--- config.mk ---
export PLATFORM = sky130hd
export DESIGN_NAME = ps2_frame_rx
export DESIGN_NICKNAME = d
export VERILOG_FILES = /design/src/rtl/ps2rx_pkg.sv /design/src/rtl/ps2rx_sync.sv /design/src/rtl/ps2rx_debounce.sv /design/src/rtl/ps2rx_frame.sv /design/src/rtl/ps2_frame_rx.sv
export SDC_FILE = /design/constraint.sdc
export NUM_CORES = 1
export LEC_CHECK = 0
export ABC_AREA = 1
export BUFFER_PORTS_ARGS = -buffer_cell sky130_fd_sc_hd__buf_2
export CAP_MARGIN = 20
export CORE_UTILIZATION = 64
export CTS_CLUSTER_DIAMETER = 40
export DETAILED_ROUTE_END_ITERATION = 7
export PLACE_DENSITY = 0.83
export SKIP_CTS_REPAIR_TIMING = 1
export SLEW_MARGIN = 30
export SYNTH_ARGS = -nofsm -noshare
export SYNTH_HDL_FRONTEND = slang
export SYNTH_SLANG_ARGS = --single-unit
--- constraint.sdc ---
create_clock -name clk -period 3.7 [get_ports clk]
set_clock_uncertainty 0.1 [all_clocks]
set_input_delay 0.37 -clock clk [delete_from_list [all_inputs] [get_ports clk]]
set_output_delay 0.37 -clock clk [all_outputs]
set_load 0.005 [all_outputs]
--- src/rtl/ps2rx_pkg.sv ---
// Package: shared constants and helpers for the PS/2 frame receiver.
// Assumes the frame is assembled by shifting each new bit into the MSB,
// so after eleven shifts the start bit is at index 0.
package ps2rx_pkg;
    localparam int FRAME_BITS = 11;
    localparam int DATA_BITS  = 8;
    localparam int IDX_START  = 0;
    localparam int IDX_DATA   = 1;
    localparam int IDX_PARITY = IDX_DATA + DATA_BITS;
    localparam int IDX_STOP   = FRAME_BITS - 1;
    localparam int BITCNT_W   = $clog2(FRAME_BITS + 1);

    typedef enum logic [0:0] {RX_IDLE = 1'b0, RX_BUSY = 1'b1} rx_state_t;

    // Returns 1 when the data bits plus the parity bit hold an odd number of ones.
    function automatic logic odd_ok(input logic [DATA_BITS-1:0] d, input logic p);
        return ^{d, p};
    endfunction
endpackage

--- src/rtl/ps2rx_sync.sv ---
// Module: multi-flop synchronizer for an asynchronous, idle-high line.
// Assumes STAGES >= 2. The reset value is 1, which matches the idle bus level.
module ps2rx_sync #(
    parameter int STAGES = 2
) (
    input  logic clk,
    input  logic rst_n,
    input  logic async_in,
    output logic sync_out
);
    logic [STAGES-1:0] chain;

    generate
        for (genvar i = 0; i < STAGES; i++) begin : g_stage
            if (i == 0) begin : g_first
                // Capture the raw asynchronous level.
                always_ff @(posedge clk) begin
                    if (!rst_n) chain[0] <= 1'b1;
                    else        chain[0] <= async_in;
                end
            end else begin : g_next
                // Pass the level one stage further down the chain.
                always_ff @(posedge clk) begin
                    if (!rst_n) chain[i] <= 1'b1;
                    else        chain[i] <= chain[i-1];
                end
            end
        end
    endgenerate

    assign sync_out = chain[STAGES-1];
endmodule

--- src/rtl/ps2rx_debounce.sv ---
// Module: debounces the synchronized device clock and flags accepted falling edges.
// A new level is accepted once the input has differed from the current level
// for STABLE_CYCLES consecutive cycles. Assumes STABLE_CYCLES >= 1.
module ps2rx_debounce #(
    parameter int STABLE_CYCLES = 250
) (
    input  logic clk,
    input  logic rst_n,
    input  logic level_in,
    output logic level_out,
    output logic fall
);
    localparam int CNT_W = $clog2(STABLE_CYCLES + 1);
    localparam logic [CNT_W-1:0] CNT_LAST = CNT_W'(STABLE_CYCLES - 1);

    logic [CNT_W-1:0] cnt;
    logic             level_q;
    logic             level_prev;

    // Count how long the input has disagreed; commit the new level at the limit.
    always_ff @(posedge clk) begin
        if (!rst_n) begin
            cnt     <= '0;
            level_q <= 1'b1;
        end else if (level_in == level_q) begin
            cnt <= '0;
        end else if (cnt == CNT_LAST) begin
            cnt     <= '0;
            level_q <= level_in;
        end else begin
            cnt <= cnt + 1'b1;
        end
    end

    // Remember the previous accepted level for edge detection.
    always_ff @(posedge clk) begin
        if (!rst_n) level_prev <= 1'b1;
        else        level_prev <= level_q;
    end

    assign level_out = level_q;
    assign fall      = level_prev & ~level_q;
endmodule

--- src/rtl/ps2rx_frame.sv ---
// Module: assembles an 11-bit frame from the sampled data and checks it.
// Assumes `fall` is a one-cycle pulse per accepted falling clock edge, and that
// `clk_level` is the debounced device clock used for the mid-frame timeout.
module ps2rx_frame
    import ps2rx_pkg::*;
#(
    parameter int TIMEOUT_CYCLES = 25000
) (
    input  logic                 clk,
    input  logic                 rst_n,
    input  logic                 fall,
    input  logic                 data_bit,
    input  logic                 clk_level,
    output logic [DATA_BITS-1:0] byte_out,
    output logic                 valid,
    output logic                 err,
    output logic                 active
);
    localparam int TO_W = $clog2(TIMEOUT_CYCLES + 1);
    localparam logic [TO_W-1:0]     TO_LAST  = TO_W'(TIMEOUT_CYCLES - 1);
    localparam logic [BITCNT_W-1:0] BIT_LAST = BITCNT_W'(FRAME_BITS - 1);

    rx_state_t               state;
    logic [FRAME_BITS-1:0]   shreg;
    logic [FRAME_BITS-1:0]   sh_next;
    logic [BITCNT_W-1:0]     bitcnt;
    logic [TO_W-1:0]         tcnt;
    logic                    last_bit;
    logic                    frame_good;
    logic                    timed_out;

    // Next shift value and the frame check on the completed frame.
    always_comb begin
        sh_next    = {data_bit, shreg[FRAME_BITS-1:1]};
        last_bit   = (state == RX_BUSY) && (bitcnt == BIT_LAST);
        frame_good = (sh_next[IDX_START] == 1'b0) &&
                     (sh_next[IDX_STOP] == 1'b1) &&
                     odd_ok(sh_next[IDX_PARITY-1:IDX_DATA], sh_next[IDX_PARITY]);
        timed_out  = (state == RX_BUSY) && clk_level && (tcnt == TO_LAST);
    end

    // Frame sequencing: start on the first edge, finish on the eleventh, drop on timeout.
    always_ff @(posedge clk) begin
        if (!rst_n) begin
            state  <= RX_IDLE;
            shreg  <= '0;
            bitcnt <= '0;
        end else if (fall) begin
            shreg <= sh_next;
            if (state == RX_IDLE) begin
                state  <= RX_BUSY;
                bitcnt <= BITCNT_W'(1);
            end else if (last_bit) begin
                state  <= RX_IDLE;
                bitcnt <= '0;
            end else begin
                bitcnt <= bitcnt + 1'b1;
            end
        end else if (timed_out) begin
            state  <= RX_IDLE;
            bitcnt <= '0;
        end
    end

    // Count cycles of clock-high inside a frame; clear otherwise.
    always_ff @(posedge clk) begin
        if (!rst_n)                                tcnt <= '0;
        else if (state != RX_BUSY || !clk_level)   tcnt <= '0;
        else if (tcnt != TO_LAST)                  tcnt <= tcnt + 1'b1;
    end

    // Result registers: byte and a one-cycle strobe on frame completion.
    always_ff @(posedge clk) begin
        if (!rst_n) begin
            byte_out <= '0;
            valid    <= 1'b0;
            err      <= 1'b0;
        end else begin
            valid <= 1'b0;
            err   <= 1'b0;
            if (fall && last_bit) begin
                byte_out <= sh_next[IDX_PARITY-1:IDX_DATA];
                valid    <= frame_good;
                err      <= !frame_good;
            end
        end
    end

    assign active = (state == RX_BUSY);
endmodule

--- src/rtl/ps2_frame_rx.sv ---
// Module: top of the PS/2 receive path: synchronizers, clock debouncer, frame engine.
// Assumes the device clock high and low phases are each longer than
// DEBOUNCE_CYCLES + SYNC_STAGES system cycles, and TIMEOUT_CYCLES is longer
// than the longest legal high phase.
module ps2_frame_rx
    import ps2rx_pkg::*;
#(
    parameter int SYNC_STAGES     = 2,
    parameter int DEBOUNCE_CYCLES = 250,
    parameter int TIMEOUT_CYCLES  = 25000
) (
    input  logic       clk,
    input  logic       rst_n,
    input  logic       ps2_clk,
    input  logic       ps2_data,
    output logic [7:0] rx_byte,
    output logic       rx_valid,
    output logic       rx_err
);
    logic clk_sync;
    logic data_sync;
    logic clk_level;
    logic clk_fall;
    logic frame_active;

    ps2rx_sync #(.STAGES(SYNC_STAGES)) u_sync_clk (
        .clk(clk), .rst_n(rst_n), .async_in(ps2_clk), .sync_out(clk_sync)
    );

    ps2rx_sync #(.STAGES(SYNC_STAGES)) u_sync_data (
        .clk(clk), .rst_n(rst_n), .async_in(ps2_data), .sync_out(data_sync)
    );

    ps2rx_debounce #(.STABLE_CYCLES(DEBOUNCE_CYCLES)) u_deb (
        .clk(clk), .rst_n(rst_n), .level_in(clk_sync),
        .level_out(clk_level), .fall(clk_fall)
    );

    ps2rx_frame #(.TIMEOUT_CYCLES(TIMEOUT_CYCLES)) u_frame (
        .clk(clk), .rst_n(rst_n), .fall(clk_fall), .data_bit(data_sync),
        .clk_level(clk_level), .byte_out(rx_byte), .valid(rx_valid),
        .err(rx_err), .active(frame_active)
    );
endmodule

==> results.sh <==
export IMPL_clockPowerShare_pct=35.8
export IMPL_start_kind="flip-flop"
export IMPL_worstPathArrival_ns=1.84
export IMPL_layout_min_cycle_time_ns=1.66
export IMPL_slew_viol_final=0
export IMPL_area_growth_pct=7.78
export IMPL_synth_seq_cells=54
export IMPL_first_global_vias=1737
export IMPL_wire_per_inst_um=11.4
export IMPL_power_switching_mw=0.195
export IMPL_drtIter0Drc=171
export IMPL_antenna_cells=0
export IMPL_power_mw=0.929
export IMPL_grt_start_max_net_pins=20
export IMPL_synth_edf_count=0
export IMPL_clkSinkCount=54
export IMPL_postPlaceCellArea_sq_um=2440
export IMPL_powerDensity_nw_per_um2=367
export IMPL_gr_total_overflow=0
export IMPL_synth_area_sq_um=2350
export IMPL_drt_first_pass_iters=4
export IMPL_leakagePower_nw=0.946
export IMPL_rows=21
export IMPL_synth_ff_type="dfxtp_1"
export IMPL_worstSetupEndpointType="flip-flop"
export IMPL_cts_made_buffers=5
export IMPL_yosys_warnings=0
export IMPL_fin_util_pct=74.1
export IMPL_postSynthAreaPerCell_sq_um=7.85
export IMPL_routabilityCongestion=0.828
export IMPL_via_count=1931
export IMPL_seq_power_share_pct=63.0
export IMPL_die_area_sq_um=3910
export IMPL_crit_fanout=16
export IMPL_max_freq_mhz=602
export IMPL_cts_root_buf="clkbuf_4"
export IMPL_setup_viol=0
export IMPL_grt_pass1_wl_mm=7.36
export IMPL_drv_cap=0
export IMPL_tightest_slew_ns=0.367
export IMPL_dieHeight_um=62.6
export IMPL_p_int_mw=0.734
export IMPL_hold_viol_final=0
export IMPL_ioPinCount=14
export IMPL_relSlewSlack_pct=75.5
export IMPL_synth_cells=299
export IMPL_fillers=273
export IMPL_yosysTopAreaCellShare_pct=46.1
export IMPL_status="finished, final reports clean"
export IMPL_syn_num_nets=308
export IMPL_fin_nets=323
export IMPL_yosysTopAreaCell="dfxtp_1"
export IMPL_core_area_sq_um=3420
export IMPL_fin_setup_tns_ns=0
export IMPL_totalWireLength_mm=4.12
export IMPL_switching_share_pct=21.0
export IMPL_clockBufferDepth=2
export IMPL_initial_core_util_pct=68.7
export IMPL_synth_distinct_cells=32
export IMPL_path_clk_slew_ns=0.16
export IMPL_cp_required_ns=3.88
export IMPL_drc_errors=0
export IMPL_worstSetupPathType="flip-flop to flip-flop"
export IMPL_synth_area_leaders="dfxtp_1 (46%), nand2_1 (7.0%), a21oi_1 (6.2%), nand3_1 (5.5%), o21ai_0 (5.1%)"
export IMPL_synth_seq_area_share_pct=46.1
export IMPL_hp_class="primary input to flip-flop"
export IMPL_vias_per_cell=5.35
export IMPL_hpwlAfterDp_mm=3.02
export IMPL_grtUsageTotal_pct=23.8
export IMPL_worstSkewPairLatency_ns=0.37
export IMPL_cts_max_level=2
export IMPL_grt_antenna_before_repair=0
export IMPL_cts_tree="yes"
export IMPL_portBuffers=13
export IMPL_die_x_um=62.6
export IMPL_ir_worst_vdd_v=0.000282
export IMPL_design_area_sq_um=2530
export IMPL_antenna_left=0
export IMPL_combPwrFrac_pct=1.2
export IMPL_layout_drive_gt1_share_pct=15.2
export IMPL_async_reset_ff_share_pct=0
export IMPL_finalCritPeriodShare_pct=44.9
export IMPL_fin_hold_ws_ns=0.0640
export IMPL_rsz0062_at_grt="false"
-- stage by stage --
step	cells	setup WS, ns
global route	361	1.88
floorplan	299	2.30
detailed placement	353	1.95
global placement	353	2.02
CTS	361	2.06
finish	361	2.04
-- logic make-up (layout without fill, tap and decap cells) --
logic type | count (synthesis) | in the layout | share of synthesized area (%)
adder cells (fa/ha/maj) | 5 | 5 | 2.67
AO/OA/AOI/OAI | 57 | 57 | 12.7
flip-flops | 54 | 54 | 46.1
AND/OR/NAND/NOR | 137 | 137 | 29.4
XOR/XNOR | 7 | 7 | 2.61
buffers and inverters | 39 | 55 | 6.50
-- power groups by stage --
stage	combinational [mW]	clock, mW	sequential (mW)
after floorplan	0.00912	0	0.597
after global placement	0.0110	0	0.598
after detailed placement	0.0112	0	0.598
after CTS	0.0112	0.340	0.585
after global routing	0.0129	0.364	0.586
final	0.0112	0.333	0.585
-- cell usage after synthesis, types with 3 or more instances --
| library cell | instances |
|---|---|
| nand2_2 | 3 |
| a21oi_1 | 29 |
| nand3b_1 | 4 |
| nand4_1 | 8 |
| inv_2 | 5 |
| o21ai_0 | 24 |
| nor2_4 | 3 |
| nand2_1 | 44 |
| or2_2 | 9 |
| nand3_1 | 26 |
| ha_1 | 5 |
| dfxtp_1 | 54 |
| xor2_1 | 6 |
| inv_1 | 29 |
| nor2_1 | 24 |
| nor3_1 | 5 |
| nor2_2 | 3 |
-- layout by cell type, fill, tap and decap left out --
cell type / n
clkinv_4: 1
nand3_1: 26
a211oi_1: 1
ha_1: 5
bufinv_16: 1
nor3_4: 1
a31oi_1: 1
nand2_1: 44
inv_2: 5
dfxtp_1: 54
nor2_1: 24
nand2_2: 3
and2_1: 1
and3_1: 1
nor3b_1: 2
nor2_4: 3
or2_2: 9
buf_2: 13
nand3b_1: 4
inv_1: 29
nor2_2: 3
a21o_1: 1
o21ai_0: 24
inv_6: 1
a21oi_1: 29
nor3_2: 1
or2_0: 1
nor3_1: 5
nand4_2: 1
xnor2_1: 1
clkbuf_4: 5
o211ai_2: 1
xor2_1: 6
nand4_1: 8
-- layer usage --
metal | up-vias | wire (um) | track usage (%) | share of wire (%)
li1 | 1022 | - | - | -
met1 | 877 | 2000 | 30.4 | 49
met2 | 30 | 1950 | 39.4 | 47
met3 | 2 | 145 | 6.02 | 3.5
met4 | 0 | 24 | 6.98 | 0.58
met5 | - | 0 | 0 | 0
-- worst max-delay path, stage by stage (launching register included) --
cell     delay (ns)
dfxtp_1        0.40
nor2_4         0.31
inv_2          0.20
nor2_1         0.20
inv_1          0.17
nand3_1        0.12
o21ai_0        0.08
-- flip-flops by register name (all words and copies together), names as in the netlist --
register and flops:
u_deb.level_out 1, u_frame.tcnt 15, u_frame.active 1, u_sync_clk.chain 1, u_sync_data.sync_out 1, u_frame.shreg 10, u_frame.valid 1, u_frame.byte_out 8
u_sync_data.chain 1, u_frame.bitcnt 4, u_deb.level_prev 1, u_frame.err 1, u_deb.cnt 8, u_sync_clk.sync_out 1
-- final cells by class --
class	count	area, sq um	area share, %
multi-input combinational	206	1110	44.0
sequential	54	1080	42.7
inverter	34	128	5.04
timing repair buffer	13	65.1	2.57
tap	46	57.6	2.27
clock inverter	3	47.5	1.88
clock buffer	5	37.5	1.48
-- worst paths after layout --
kind | start | to | slack, ns | depth (start not counted)
worst max register to register | u_deb.level_out | u_frame.byte_out[1] | 2.04 | 6
worst min-delay path | ps2_clk | u_sync_clk.chain[0] | 0.06 | 2
worst min register to register | u_sync_data.chain[0] | u_sync_data.sync_out | 0.35 | 1
worst max-delay path | u_deb.level_out | u_frame.byte_out[1] | 2.04 | 6
No activity file was read; power rests on OpenSTA's default activity.
